<file path="config.mk">
export PLATFORM = sky130hd
export DESIGN_NAME = nrtc_top
export DESIGN_NICKNAME = d
export VERILOG_FILES = /design/src/rtl/nrtc_pkg.sv /design/src/rtl/nrtc_prescale.sv /design/src/rtl/nrtc_nib_ram.sv /design/src/rtl/nrtc_time_core.sv /design/src/rtl/nrtc_top.sv
export SDC_FILE = /design/constraint.sdc
export NUM_CORES = 1
export LEC_CHECK = 0
export BUFFER_PORTS_ARGS = -buffer_cell sky130_fd_sc_hd__buf_4
export CAP_MARGIN = 5
export CORE_MARGIN = 2
export CORE_UTILIZATION = 60
export CTS_BUF_LIST = sky130_fd_sc_hd__clkbuf_4 sky130_fd_sc_hd__clkbuf_8 sky130_fd_sc_hd__clkbuf_16
export CTS_CLUSTER_DIAMETER = 200
export DETAILED_ROUTE_END_ITERATION = 6
export PLACE_DENSITY_LB_ADDON = 0.05
export SYNTH_ARGS = -nofsm -noshare
export SYNTH_HDL_FRONTEND = slang
export SYNTH_SLANG_ARGS = --single-unit
</file>
<file path="constraint.sdc">
create_clock -name clk -period 4.95 [get_ports clk]
set_input_delay 0.99 -clock clk [delete_from_list [all_inputs] [get_ports clk]]
set_output_delay 0.99 -clock clk [all_outputs]
set_load 0.005 [all_outputs]
</file>
<file path="src/rtl/nrtc_pkg.sv">
`timescale 1ns/1ps
// Package: shared constants for the banked nibble clock.
// Assumes a 4-bit data path and a 4-bit address space.
package nrtc_pkg;
    localparam int NIB = 4;

    typedef enum logic [1:0] {
        BK_TIME  = 2'd0,
        BK_ALARM = 2'd1,
        BK_RAM_A = 2'd2,
        BK_RAM_B = 2'd3
    } bank_e;

    // Nibble positions of the time counters in bank 0
    localparam int T_S1  = 0;
    localparam int T_S10 = 1;
    localparam int T_M1  = 2;
    localparam int T_M10 = 3;
    localparam int T_H1  = 4;
    localparam int T_H10 = 5;
    localparam int T_DOW = 6;
    localparam int T_D1  = 7;
    localparam int T_D10 = 8;
    localparam int T_MO1 = 9;
    localparam int T_MO10 = 10;
    localparam int T_Y1  = 11;
    localparam int T_Y10 = 12;
    localparam int T_NUM = 13;

    // Shared and bank-1 addresses
    localparam logic [3:0] A_CTRL  = 4'hD;
    localparam logic [3:0] A_TEST  = 4'hE;
    localparam logic [3:0] A_STRB  = 4'hF;
    localparam logic [3:0] A_H24   = 4'hA;
    localparam logic [3:0] A_LEAP  = 4'hB;
    localparam logic [3:0] A_ALM_LO = 4'h2;
    localparam logic [3:0] A_ALM_HI = 4'h8;
    localparam int ALM_N = 7;
endpackage

</file>
<file path="src/rtl/nrtc_prescale.sv">
`timescale 1ns/1ps
// Module: sub-second divider. Counts sub_tick_i enables and emits a
// one-cycle second strobe on the SUBDIV-th. clr_i restarts the count
// and suppresses a strobe in the same cycle. Assumes SUBDIV >= 2.
module nrtc_prescale #(
    parameter int SUBDIV = 16
) (
    input  logic clk,
    input  logic rst_n,
    input  logic sub_tick_i,
    input  logic clr_i,
    output logic sec_stb_o
);
    localparam int CW = $clog2(SUBDIV + 1);
    localparam logic [CW-1:0] LAST = CW'(SUBDIV - 1);

    logic [CW-1:0] cnt_q;

    // Strobe on the last tick of the division period
    assign sec_stb_o = sub_tick_i && !clr_i && (cnt_q == LAST);

    // Advance or restart the divider count
    always_ff @(posedge clk) begin
        if (!rst_n || clr_i)      cnt_q <= '0;
        else if (sub_tick_i)      cnt_q <= (cnt_q == LAST) ? '0 : cnt_q + 1'b1;
    end


    cnt_range_chk: assert property (@(posedge clk) disable iff (!rst_n)
        cnt_q < CW'(SUBDIV));

    stb_wraps_chk: assert property (@(posedge clk) disable iff (!rst_n)
        sec_stb_o |=> cnt_q == '0);

    clr_restart_chk: assert property (@(posedge clk) disable iff (!rst_n)
        clr_i |=> cnt_q == '0);
endmodule

</file>
<file path="src/rtl/nrtc_nib_ram.sv">
`timescale 1ns/1ps
// Module: small nibble scratch memory with combinational read.
// Addresses at or above DEPTH read 0 and ignore writes.
module nrtc_nib_ram #(
    parameter int DEPTH = 13,
    parameter int AW    = 4
) (
    input  logic          clk,
    input  logic          rst_n,
    input  logic          we_i,
    input  logic [AW-1:0] addr_i,
    input  logic [3:0]    wdata_i,
    output logic [3:0]    rdata_o
);
    logic [3:0] mem_q [DEPTH];
    logic       hit;

    assign hit     = addr_i < AW'(DEPTH);
    assign rdata_o = hit ? mem_q[addr_i] : 4'h0;

    // Store a nibble on an in-range write
    always_ff @(posedge clk) begin
        if (!rst_n) begin
            for (int i = 0; i < DEPTH; i++) mem_q[i] <= 4'h0;
        end else if (we_i && hit) begin
            mem_q[addr_i] <= wdata_i;
        end
    end


    ram_store_chk: assert property (@(posedge clk) disable iff (!rst_n)
        (we_i && hit) |=> mem_q[$past(addr_i)] == $past(wdata_i));
endmodule

</file>
<file path="src/rtl/nrtc_time_core.sv">
`timescale 1ns/1ps
// Module: BCD calendar counters with hold, pending second and direct
// nibble loads. Also owns the 12/24 select and the leap phase counter.
// Assumes at most one register write per cycle from the top.
module nrtc_time_core
    import nrtc_pkg::*;
(
    input  logic                  clk,
    input  logic                  rst_n,
    input  logic                  run_i,
    input  logic                  sec_stb_i,
    input  logic                  tw_en_i,
    input  logic                  cw_en_i,
    input  logic [3:0]            addr_i,
    input  logic [3:0]            wdata_i,
    output logic [T_NUM-1:0][3:0] tq_o,
    output logic [1:0]            leap_o,
    output logic                  h24_o
);
    localparam logic [T_NUM*4-1:0] TQ_RST =
        ((T_NUM*4)'(1) << (4*T_D1)) | ((T_NUM*4)'(1) << (4*T_MO1));

    logic [T_NUM-1:0][3:0] tq, nx;
    logic [1:0]            lp_q, lp_nx;
    logic                  h24_q, pend_q, busy, adv;
    logic                  c_min, c_hr, c_day, c_mon, c_yr;
    logic [7:0]            dbin, mbin, mlen;

    assign tq_o   = tq;
    assign leap_o = lp_q;
    assign h24_o  = h24_q;
    assign busy   = tw_en_i || cw_en_i;
    assign adv    = run_i && !busy && (sec_stb_i || pend_q);
    assign dbin   = 8'(tq[T_D10]) * 8'd10 + 8'(tq[T_D1]);
    assign mbin   = 8'(tq[T_MO10]) * 8'd10 + 8'(tq[T_MO1]);

    // Length of the current month from the month value and leap phase
    always_comb begin
        case (mbin)
            8'd2:                          mlen = (lp_q == 2'd0) ? 8'd29 : 8'd28;
            8'd4, 8'd6, 8'd9, 8'd11:       mlen = 8'd30;
            default:                       mlen = 8'd31;
        endcase
    end

    // Next calendar state one second ahead, with ripple carries
    always_comb begin
        nx = tq; lp_nx = lp_q;
        c_min = 1'b0; c_hr = 1'b0; c_day = 1'b0; c_mon = 1'b0; c_yr = 1'b0;
        if (tq[T_S1] >= 4'd9) begin
            nx[T_S1] = 4'd0;
            if (tq[T_S10] >= 4'd5) begin nx[T_S10] = 4'd0; c_min = 1'b1; end
            else nx[T_S10] = tq[T_S10] + 4'd1;
        end else nx[T_S1] = tq[T_S1] + 4'd1;
        if (c_min) begin
            if (tq[T_M1] >= 4'd9) begin
                nx[T_M1] = 4'd0;
                if (tq[T_M10] >= 4'd5) begin nx[T_M10] = 4'd0; c_hr = 1'b1; end
                else nx[T_M10] = tq[T_M10] + 4'd1;
            end else nx[T_M1] = tq[T_M1] + 4'd1;
        end
        if (c_hr) begin
            if (h24_q) begin
                if (tq[T_H10] >= 4'd2 && tq[T_H1] >= 4'd3) begin
                    nx[T_H10] = 4'd0; nx[T_H1] = 4'd0; c_day = 1'b1;
                end else if (tq[T_H1] >= 4'd9) begin
                    nx[T_H1] = 4'd0; nx[T_H10] = tq[T_H10] + 4'd1;
                end else nx[T_H1] = tq[T_H1] + 4'd1;
            end else begin
                if (tq[T_H10][0] && tq[T_H1] == 4'd2) begin
                    nx[T_H1] = 4'd1; nx[T_H10] = {2'b00, tq[T_H10][1], 1'b0};
                end else if (tq[T_H10][0] && tq[T_H1] == 4'd1) begin
                    nx[T_H1] = 4'd2; nx[T_H10] = {2'b00, !tq[T_H10][1], 1'b1};
                    c_day = tq[T_H10][1];
                end else if (tq[T_H1] >= 4'd9) begin
                    nx[T_H1] = 4'd0; nx[T_H10] = {2'b00, tq[T_H10][1], 1'b1};
                end else nx[T_H1] = tq[T_H1] + 4'd1;
            end
        end
        if (c_day) begin
            nx[T_DOW] = (tq[T_DOW] >= 4'd6) ? 4'd0 : tq[T_DOW] + 4'd1;
            if (dbin >= mlen) begin
                nx[T_D1] = 4'd1; nx[T_D10] = 4'd0; c_mon = 1'b1;
            end else if (tq[T_D1] >= 4'd9) begin
                nx[T_D1] = 4'd0; nx[T_D10] = tq[T_D10] + 4'd1;
            end else nx[T_D1] = tq[T_D1] + 4'd1;
        end
        if (c_mon) begin
            if (mbin >= 8'd12) begin
                nx[T_MO1] = 4'd1; nx[T_MO10] = 4'd0; c_yr = 1'b1;
            end else if (tq[T_MO1] >= 4'd9) begin
                nx[T_MO1] = 4'd0; nx[T_MO10] = tq[T_MO10] + 4'd1;
            end else nx[T_MO1] = tq[T_MO1] + 4'd1;
        end
        if (c_yr) begin
            lp_nx = lp_q + 2'd1;
            if (tq[T_Y1] >= 4'd9) begin
                nx[T_Y1] = 4'd0;
                nx[T_Y10] = (tq[T_Y10] >= 4'd9) ? 4'd0 : tq[T_Y10] + 4'd1;
            end else nx[T_Y1] = tq[T_Y1] + 4'd1;
        end
    end

    // Hold at most one due second while stopped or while a write is in progress
    always_ff @(posedge clk) begin
        if (!rst_n)                pend_q <= 1'b0;
        else if (!run_i || busy)   pend_q <= pend_q || sec_stb_i;
        else                       pend_q <= pend_q && sec_stb_i;
    end

    // Load written nibbles or advance the calendar
    always_ff @(posedge clk) begin
        if (!rst_n) begin
            tq    <= TQ_RST;
            lp_q  <= 2'd0;
            h24_q <= 1'b1;
        end else begin
            if (tw_en_i) tq[addr_i] <= wdata_i;
            else if (adv) begin
                tq   <= nx;
                lp_q <= lp_nx;
            end
            if (cw_en_i && addr_i == A_H24)  h24_q <= wdata_i[0];
            if (cw_en_i && addr_i == A_LEAP) lp_q  <= wdata_i[1:0];
        end
    end


    hold_stable_chk: assert property (@(posedge clk) disable iff (!rst_n)
        (!run_i && !busy) |=> $stable(tq));

    pend_drain_chk: assert property (@(posedge clk) disable iff (!rst_n)
        (pend_q && run_i && !busy && !sec_stb_i) |=> !pend_q);

    load_chk: assert property (@(posedge clk) disable iff (!rst_n)
        tw_en_i |=> tq[$past(addr_i)] == $past(wdata_i));

    defer_chk: assert property (@(posedge clk) disable iff (!rst_n)
        (busy && sec_stb_i) |=> pend_q);
endmodule

</file>
<file path="src/rtl/nrtc_top.sv">
`timescale 1ns/1ps
// Module: top of the banked nibble clock. Decodes the 4-bit register
// port across four banks, holds control/test/strobe and alarm nibbles,
// and routes pulse outputs. One access per cycle; reads are combinational.
module nrtc_top
    import nrtc_pkg::*;
#(
    parameter int SUBDIV    = 16,
    parameter int RAM_DEPTH = 13
) (
    input  logic       clk,
    input  logic       rst_n,
    input  logic       sub_tick,
    input  logic [3:0] bus_addr,
    input  logic       bus_we,
    input  logic [3:0] bus_wdata,
    output logic [3:0] bus_rdata,
    output logic       pulse_sub_o,
    output logic       pulse_sec_o
);
    localparam int N_RAM = 2;

    logic [3:0]            ctrl_q, test_q;
    logic                  en_sub_q, en_sec_q;
    logic [3:0]            alm_q [ALM_N];
    bank_e                 bank;
    logic                  shared, in_alm, tw_en, cw_en, div_clr, sec_stb;
    logic [2:0]            alm_idx;
    logic [T_NUM-1:0][3:0] tq;
    logic [1:0]            leap;
    logic                  h24;
    logic [3:0]            ram_rd [N_RAM];

    assign bank    = bank_e'(ctrl_q[1:0]);
    assign shared  = bus_addr >= A_CTRL;
    assign in_alm  = bus_addr >= A_ALM_LO && bus_addr <= A_ALM_HI;
    assign alm_idx = 3'(bus_addr - A_ALM_LO);
    assign tw_en   = bus_we && bank == BK_TIME && bus_addr < 4'(T_NUM);
    assign cw_en   = bus_we && bank == BK_ALARM &&
                     (bus_addr == A_H24 || bus_addr == A_LEAP);
    assign div_clr = bus_we && bus_addr == A_STRB && bus_wdata[1];

    nrtc_prescale #(.SUBDIV(SUBDIV)) u_div (
        .clk(clk), .rst_n(rst_n), .sub_tick_i(sub_tick),
        .clr_i(div_clr), .sec_stb_o(sec_stb)
    );

    nrtc_time_core u_core (
        .clk(clk), .rst_n(rst_n), .run_i(ctrl_q[3]), .sec_stb_i(sec_stb),
        .tw_en_i(tw_en), .cw_en_i(cw_en), .addr_i(bus_addr),
        .wdata_i(bus_wdata), .tq_o(tq), .leap_o(leap), .h24_o(h24)
    );

    for (genvar g = 0; g < N_RAM; g++) begin : g_ram
        logic we_g;
        assign we_g = bus_we && !shared && ctrl_q[1:0] == 2'(g + 2);
        nrtc_nib_ram #(.DEPTH(RAM_DEPTH), .AW(4)) u_ram (
            .clk(clk), .rst_n(rst_n), .we_i(we_g), .addr_i(bus_addr),
            .wdata_i(bus_wdata), .rdata_o(ram_rd[g])
        );
    end

    // Control, test and strobe register writes
    always_ff @(posedge clk) begin
        if (!rst_n) begin
            ctrl_q   <= 4'b1000;
            test_q   <= 4'h0;
            en_sub_q <= 1'b0;
            en_sec_q <= 1'b0;
        end else if (bus_we) begin
            if (bus_addr == A_CTRL) ctrl_q <= bus_wdata;
            if (bus_addr == A_TEST) test_q <= bus_wdata;
            if (bus_addr == A_STRB) begin
                en_sub_q <= bus_wdata[2];
                en_sec_q <= bus_wdata[3];
            end
        end
    end

    // Alarm nibble storage with bulk clear from the strobe register
    always_ff @(posedge clk) begin
        if (!rst_n || (bus_we && bus_addr == A_STRB && bus_wdata[0])) begin
            for (int i = 0; i < ALM_N; i++) alm_q[i] <= 4'h0;
        end else if (bus_we && bank == BK_ALARM && in_alm) begin
            alm_q[alm_idx] <= bus_wdata;
        end
    end

    // Registered pulse outputs gated by the strobe-register enables
    always_ff @(posedge clk) begin
        if (!rst_n) begin
            pulse_sub_o <= 1'b0;
            pulse_sec_o <= 1'b0;
        end else begin
            pulse_sub_o <= sub_tick && en_sub_q;
            pulse_sec_o <= sec_stb && en_sec_q;
        end
    end

    // Read multiplexer across shared registers and the selected bank
    always_comb begin
        bus_rdata = 4'h0;
        if (bus_addr == A_CTRL)      bus_rdata = ctrl_q;
        else if (bus_addr == A_TEST) bus_rdata = test_q;
        else if (bus_addr == A_STRB) bus_rdata = {en_sec_q, en_sub_q, 2'b00};
        else begin
            case (bank)
                BK_TIME:  bus_rdata = tq[bus_addr];
                BK_ALARM: begin
                    if (in_alm)                  bus_rdata = alm_q[alm_idx];
                    else if (bus_addr == A_H24)  bus_rdata = {3'b000, h24};
                    else if (bus_addr == A_LEAP) bus_rdata = {2'b00, leap};
                end
                BK_RAM_A: bus_rdata = ram_rd[0];
                BK_RAM_B: bus_rdata = ram_rd[1];
                default:  bus_rdata = 4'h0;
            endcase
        end
    end


    alarm_clear_chk: assert property (@(posedge clk) disable iff (!rst_n)
        (bus_we && bus_addr == A_STRB && bus_wdata[0]) |=>
        (alm_q[0] == 4'h0 && alm_q[3] == 4'h0 && alm_q[ALM_N-1] == 4'h0));

    sec_pulse_en_chk: assert property (@(posedge clk) disable iff (!rst_n)
        pulse_sec_o |-> $past(en_sec_q));

    sub_pulse_src_chk: assert property (@(posedge clk) disable iff (!rst_n)
        pulse_sub_o |-> $past(sub_tick));

    ctrl_write_chk: assert property (@(posedge clk) disable iff (!rst_n)
        (bus_we && bus_addr == A_CTRL) |=> ctrl_q == $past(bus_wdata));
endmodule

</file>
After elaboration in Yosys (flattened, before gate mapping)

Memories as Yosys holds them, arrays and structs flattened.
Index checks and enable logic that the tools add are counted.

Reduce and logical (&&, ||, !) cells: 76
Multiply operators: 2
Order comparisons: 20
Add/sub/neg operators: 18
Multiplexer cells: 87
Equal/unequal tests: 19

Operators by type and width:

| cell                                                                                | number |
|---|---|
| 4-bit 2-to-1 mux                                                                    | 30 |
| 52-bit 2-to-1 mux                                                                   | 2 |
| 8-bit 2-to-1 mux                                                                    | 10 |
| 4-bit by 1-bit adder with 4-bit output, second input constant                       | 13 |
| 52-bit bitwise mux                                                                  | 1 |
| 4-bit greater-or-equal comparator, second input constant                            | 8 |
| 1-bit 2-to-1 mux                                                                    | 31 |
| 1-bit logical AND                                                                   | 27 |
| 2-bit nonzero test                                                                  | 11 |
| 4-bit equality test, second input constant                                          | 5 |
| 2-bit AND reduction                                                                 | 9 |
| 8-bit by 4-bit adder with 8-bit output                                              | 2 |
| 4-bit binary-select mux with 4-bit select                                           | 1 |
| 4-bit demux with 4-bit select                                                       | 1 |
| 8-bit by 3-bit equality test with 1-bit output, second input constant               | 2 |
| 8-bit by 4-bit equality test with 1-bit output, second input constant               | 2 |
| 4-bit one-hot mux with 4 select lines                                               | 1 |
| 8-bit one-hot mux with 2 select lines                                               | 1 |
| 4-bit OR reduction                                                                  | 4 |
| 3-bit AND reduction                                                                 | 5 |
| 4-bit by 3-bit multiplier with 7-bit output, second input constant                  | 2 |
| 4-bit by 2-bit greater-or-equal comparator with 1-bit output, second input constant | 3 |
| 4-bit by 3-bit greater-or-equal comparator with 1-bit output, second input constant | 3 |
| 12-bit 2-to-1 mux                                                                   | 1 |
| other kinds (28)                                                                    | 47 |

Bits of input ports: 12
Register bits after elaboration: 73
Memories kept: 3
Bits in writable memories: 132
Word-level logic and storage cells: 249

Memories:

| memory               | depth | bits a word | rd ports | clocked after Yosys merged registers in | wr ports | RTL line           | source |
|---|---|---|---|---|---|---|---|
| g_ram[0].u_ram.mem_q | 13    | 4           | 1        | 0                                       | 13       | nrtc_nib_ram.sv:15 | `logic [3:0] mem_q [DEPTH];` |
| g_ram[1].u_ram.mem_q | 13    | 4           | 1        | 0                                       | 13       | nrtc_nib_ram.sv:15 |  |
| alm_q                | 7     | 4           | 1        | 0                                       | 7        | nrtc_top.sv:25     | `logic [3:0] alm_q [ALM_N];` |

Logic depth before layout (Yosys ltp)

Depth in word-level cells: 13
Gate-level depth with buffers: 16
Depth with buffers taken out: 15

Modules after synthesis

Synthesis repeated with hierarchy kept, for this count alone.

Cells, all modules: 1238
Area, all modules: 13037.5 um^2

Modules (own cells, without submodules):

| module         | area each (um^2) | times used | cells an instance |
|---|---|---|---|
| nrtc_nib_ram   | 2613.8           | 2          | 189 |
| nrtc_time_core | 4609.4           | 1          | 567 |
| nrtc_top       | 2976.6           | 1          | 269 |
| nrtc_prescale  | 224.0            | 1          | 24 |

Worst setup path after synthesis

OpenSTA, ideal clock, no wires.

Kind: input to output
Start: input port bus_addr[1]
End: output port bus_rdata[2]
Data required time: 3.960 ns
Path slack: 0.679 ns
Cell stages on the path: 10
Data arrival time: 3.281 ns
Cells stage by stage: buf_6 > clkbuf_1 > buf_1 > inv_1 > ha_1 > clkbuf_1 > mux2_2 > a221oi_1 > a221oi_1 > o22a_1

Cells in the longest elaborated chain, start to end: 7
Elaborated cells on any way between the ends: 20
Those cells by class: add/sub: 1; order compare: 3; eq/ne: 3; mux: 9; reduce/logical: 1; memory: 3

RTL lines:

| what                                                                      | RTL line        | source |
|---|---|---|
| from (decl)                                                               | nrtc_top.sv:14  | `input logic [3:0] bus_addr,` |
| 3-bit by 2-bit subtractor with 3-bit output, or another cell as far along | nrtc_top.sv:37  | `assign alm_idx = 3'(bus_addr - A_ALM_LO);` |
| memory 7 x 4 bit or 1-bit logical AND (tied branches)                     | --              |  |
| 4-bit 2-to-1 mux                                                          | nrtc_top.sv:110 | `if (in_alm) bus_rdata = alm_q[alm_idx];` |
| 4-bit one-hot mux with 4 select lines                                     | nrtc_top.sv:107 | `case (bank)` |
| 4-bit 2-to-1 mux                                                          | nrtc_top.sv:105 | `else if (bus_addr == A_STRB) bus_rdata = {en_sec_q, en_sub_q, 2'b00};` |
| 4-bit 2-to-1 mux                                                          | nrtc_top.sv:104 | `else if (bus_addr == A_TEST) bus_rdata = test_q;` |
| 4-bit 2-to-1 mux (*)                                                      | nrtc_top.sv:103 | `if (bus_addr == A_CTRL) bus_rdata = ctrl_q;` |
| to (decl)                                                                 | nrtc_top.sv:17  | `output logic [3:0] bus_rdata,` |

Every way passes the cells marked *; elsewhere a longest branch is shown, timed or not. The select of a mux whose other input is x is not followed.

Worst setup path after layout

Start: register u_core.tq (netlist bit u_core.tq_o[42])
End: register u_core.tq (netlist bit u_core.tq_o[49])

Cells in the longest elaborated chain, start to end: 11
Elaborated cells on any way between the ends: 17
Those cells by class: add/sub: 1; mul: 1; order compare: 2; eq/ne: 5; mux: 5; reduce/logical: 3

RTL lines:

| what                                                                                                             | RTL line              | source |
|---|---|---|
| from (decl)                                                                                                      | nrtc_time_core.sv:23  | `logic [T_NUM-1:0][3:0] tq, nx;` |
| from (signal, indexed assignment)                                                                                | nrtc_time_core.sv:118 | `if (tw_en_i) tq[addr_i] <= wdata_i;` |
| from (signal assigned)                                                                                           | nrtc_time_core.sv:120 | `tq <= nx;` |
| 4-bit by 3-bit multiplier with 7-bit output (*)                                                                  | nrtc_time_core.sv:35  | `assign mbin = 8'(tq[T_MO10]) * 8'd10 + 8'(tq[T_MO1]);` |
| 8-bit by 4-bit adder with 8-bit output (*)                                                                       | nrtc_time_core.sv:35  |  |
| 8-bit by 3-bit equality test with 1-bit output or 8-bit by 4-bit equality test with 1-bit output (tied branches) | nrtc_time_core.sv:39  | `case (mbin)` |
| 4-bit OR reduction                                                                                               | nrtc_time_core.sv:39  |  |
| 8-bit one-hot mux with 2 select lines                                                                            | nrtc_time_core.sv:39  |  |
| 8-bit greater-or-equal comparator                                                                                | nrtc_time_core.sv:82  | `if (dbin >= mlen) begin` |
| 1-bit 2-to-1 mux                                                                                                 | nrtc_time_core.sv:82  |  |
| 1-bit 2-to-1 mux                                                                                                 | nrtc_time_core.sv:80  | `if (c_day) begin` |
| 1-bit 2-to-1 mux (*)                                                                                             | nrtc_time_core.sv:88  | `if (c_mon) begin` |
| 2-bit nonzero test (no source line) (*)                                                                          | --                    |  |
| 3-bit AND reduction (no source line) (*)                                                                         | --                    |  |

Every way passes the cells marked *; elsewhere a longest branch is shown, timed or not.
A chain may end at the register's enable or synchronous reset.

==> results.txt <==
The aggregate global routing overflow came out at 0. The total setup violations reported at the end of the flow came out at 0. The placeable core area is ~0.021 sq mm.

The average wire per standard cell came out at between 20 and 25 microns. The final count of pins violating max slew is 0. The sink count of the clock tree is between 200 and 250.

Among all flip-flop cells after synthesis, the most frequent one is edfxtp_1. Detailed placement ended at an HPWL of about 25 mm. Leaving out fill and tap cells, the most frequent cell in the layout is nor2_1. The type of the worst setup path is reg -> reg.

The clock root buffer master is clkbuf_16. The tool flagged a number of max-cap violations equal to 0. The pin count of the biggest net entering global routing came out at 55. The worst-case IR drop observed on VDD is roughly 0.31 mV. Synthesis produced 1236 cells. Compared with the post-synthesis result, the final layout area differs by 10.3%.

The CTS H-tree depth is 1. The critical path startpoint category is a flip-flop. The register bit total from synthesis is 231. The average footprint of a synthesized cell came out at ~10 sq um.

The weighted congestion at the end of routability-driven global placement is approximately 0.94. Power spread over the standard cell area amounts to between 300 and 400 mW/mm^2. The worst hold path begins at test_q[0].

The launch point of the critical path is u_core.tq_o[42]. The worst register-to-register path begins at u_core.tq_o[42]. Sequential cells burn a little under half of the power. The combinational fraction of design power is 8.6%. The placement row count came out at 53. The remaining design rule violation count is 0.

The vias per cell is 6.66. The number of detailed-routing iterations run before antenna repair came out at 7. In this run the worst path has a maximum fanout of 7. The fraction of synthesis flops using an asynchronous set or reset pin came out at 0%. The mapped cell area is 0.0129 sq mm. The net switching component of the power came out at 1090 uW. Post-CTS timing repair inserted 0 buffers for setup. The total number of yosys warnings is 0. The number of different library cells in the post-synthesis netlist is 83. The initial antenna violation count came out at 0. In this run the horizontal extent of the chip is 151 microns. The clock slew at the register clock pins of the worst setup and hold paths is roughly 0.060 ns. The number of antenna diodes in the final layout is 0.

The number of hold-slack violations in the final timing report is 0. The final critical-path share of the clock period is 94.8%. The analysis attributes to cell leakage a power of between 0.005 and 0.006 uW. The floorplan step defined a die boundary enclosing roughly 0.023 sq mm. The worst-case setup margin in the final layout is about 0.26 ns.

The arrival time of data at the critical path endpoint is 5.12 ns. The post-placement setup slack came out at 0.397 ns. The global-route wire length before repair is between 50 and 60 mm. The CTS buffer count came out at 26.

The clock insertion delay at the later pin of the skew report came out at 0.54 ns. The number of gates resized after cts is 0. Summed over all layers, the routed wires come to ~36 mm. In this run the count of I/O pins placed on the die edge is 18. The min-delay analysis places its worst path in the category reg -> reg. The initial utilization of the core area, before any placement, comes to about three fifths. The internal power consumption is around 3400 uW. STA puts the critical path data required time at around 5.4 ns. TritonCTS built the clock tree.

The minimum clock period came out at around 4.7 ns. The count of antenna-violating nets left after detailed routing came out at 0. The number of hold buffers added after cts is 0. The library cells used most frequently in the layout, excluding fill and tap cells, are nor2_1 (207), edfxtp_1 (154), nand2_1 (110).

The violation count after the first detailed-route iteration is about 1100. The proportion of synthesized chip area in sequential cells came out at a little under half. In this run the register-to-register setup slack is between 0.2 and 0.3 ns. The share of final-layout standard cells stronger than drive strength 1 came out at 13.2%. In this run the deepest clock path goes through 3 buffers.

The die outline height came out at around 150 microns. The clock network power share came out at 43.7%. The run finished with clean final reports. The minimum hold slack is 0.480 ns. The maximum frequency from static timing analysis is roughly 210 MHz.

The worst setup path is captured at a flip-flop. At the pin with the least slew margin, the transition time is about 0.82 ns. The via count of the first global-routing pass came out at 9854. The number of enable-type register cells in the synthesized netlist came out at ~150. The final worst clock skew came out at about 0.023 ns. After the last flow step, the layout net total stands at roughly 1300. The final route contains 10300 vias.

The switching power share of the total is around a quarter. During placement, the flow inserted port buffers numbering 17. The worst relative slew slack is between 40 and 50%. Across every metal layer, demand over resource in global routing totals 32.3%.
[per-layer routing]
metal	part of all wire (%)	global-route usage, %	routed length, microns	vias up
met5	0	0	0	-
met4	3.3	10.6	1200	0
met3	9.9	7.38	3610	97
met2	46	51.2	16800	538
met1	41	44.4	14800	5063
li1	-	-	-	4612
[layout make-up]
type / count / area, sq um
well taps: 275 / 344
clock inverters: 16 / 143
fillers: 1658 / 6810
inverters: 49 / 184
multi-input cells: 902 / 6360
flip-flops and latches: 231 / 6170
clock buffers: 32 / 726
repair buffers: 42 / 353
[registers in the layout, indices dropped and copies added, names as in the netlist]
signal,flops
alm_q,32
ctrl_q,4
en_sec_q,1
en_sub_q,1
g_ram.u_ram.mem_q,126
pulse_sec_o,1
pulse_sub_o,1
test_q,4
u_core.h24_o,1
u_core.leap_o,2
u_core.pend_q,1
u_core.tq_o,52
u_div.cnt_q,5
[worst max-delay path, cell delays in order, from the launching register on]
cell,delay (ns)
dfxtp_1,0.47
ha_1,0.21
ha_1,0.18
fa_1,0.49
nor3_1,0.28
a21oi_1,0.13
a211oi_1,0.45
nand3_1,0.16
ha_1,0.29
nand2b_1,0.09
a21oi_1,0.08
o311ai_0,0.54
a32oi_2,0.32
nor4b_4,0.54
o221ai_1,0.20
o311a_1,0.14
[metrics by stage]
step	setup TNS (ns)	power [uW]	std cells	util (%)	cell area [sq um]
after floorplan	0	2420	1257	-	13000
after global placement	0	2550	1499	63.5	13400
after detailed placement	0	2560	1499	63.5	13400
after CTS	0	4480	1547	67.7	14300
after global routing	-0.278	4600	1547	67.7	14300
final	0	4490	1547	67.7	14300
[cells in the mapped netlist, drive strengths merged, types with 20 or more instances]
master	number	area, sq um
a21oi	56	280
nor2	207	777
mux2i	20	200
nand2	110	413
o21ai	76	380
dfxtp	77	1540
nor3	21	105
nand3	37	185
clkbuf	53	200
buf	22	120
ha	53	663
edfxtp	154	4620
mux4	58	1310
inv	49	184
[logic make-up (layout without fill, tap and decap cells)]
| group | Yosys count | in the layout | synth area share, % |
|---|---|---|---|
| other | 1 | 22 | 0.0290 |
| DFF | 231 | 231 | 47.6 |
| adders and majority gates | 57 | 57 | 5.74 |
| muxes | 82 | 82 | 12.0 |
| and+or+nand+nor | 464 | 464 | 16.3 |
| xor gates and xnor gates | 12 | 12 | 0.812 |
| buffers and inverters | 124 | 139 | 3.90 |
| AOI/OAI and AO/OA | 265 | 265 | 13.6 |
[path summary, 6_finish.rpt]
check                                  endpoint  depth (start not counted)
worst max register to register  u_core.tq_o[49]                         15
worst max-delay path            u_core.tq_o[49]                         15
worst min register to register        test_q[0]                          2
worst min-delay path                  test_q[0]                          2
[power by group through the flow]
| stage | sequential [uW] | clock, uW | combinational, uW |
|---|---|---|---|
| final | 2140 | 1960 | 386 |
| after global routing | 2140 | 2040 | 410 |
| after CTS | 2140 | 1970 | 376 |
| after detailed placement | 2180 | 0 | 374 |
| after global placement | 2180 | 0 | 369 |
| after floorplan | 2170 | 0 | 255 |
Note: power is estimated with default switching activity, not from simulation.
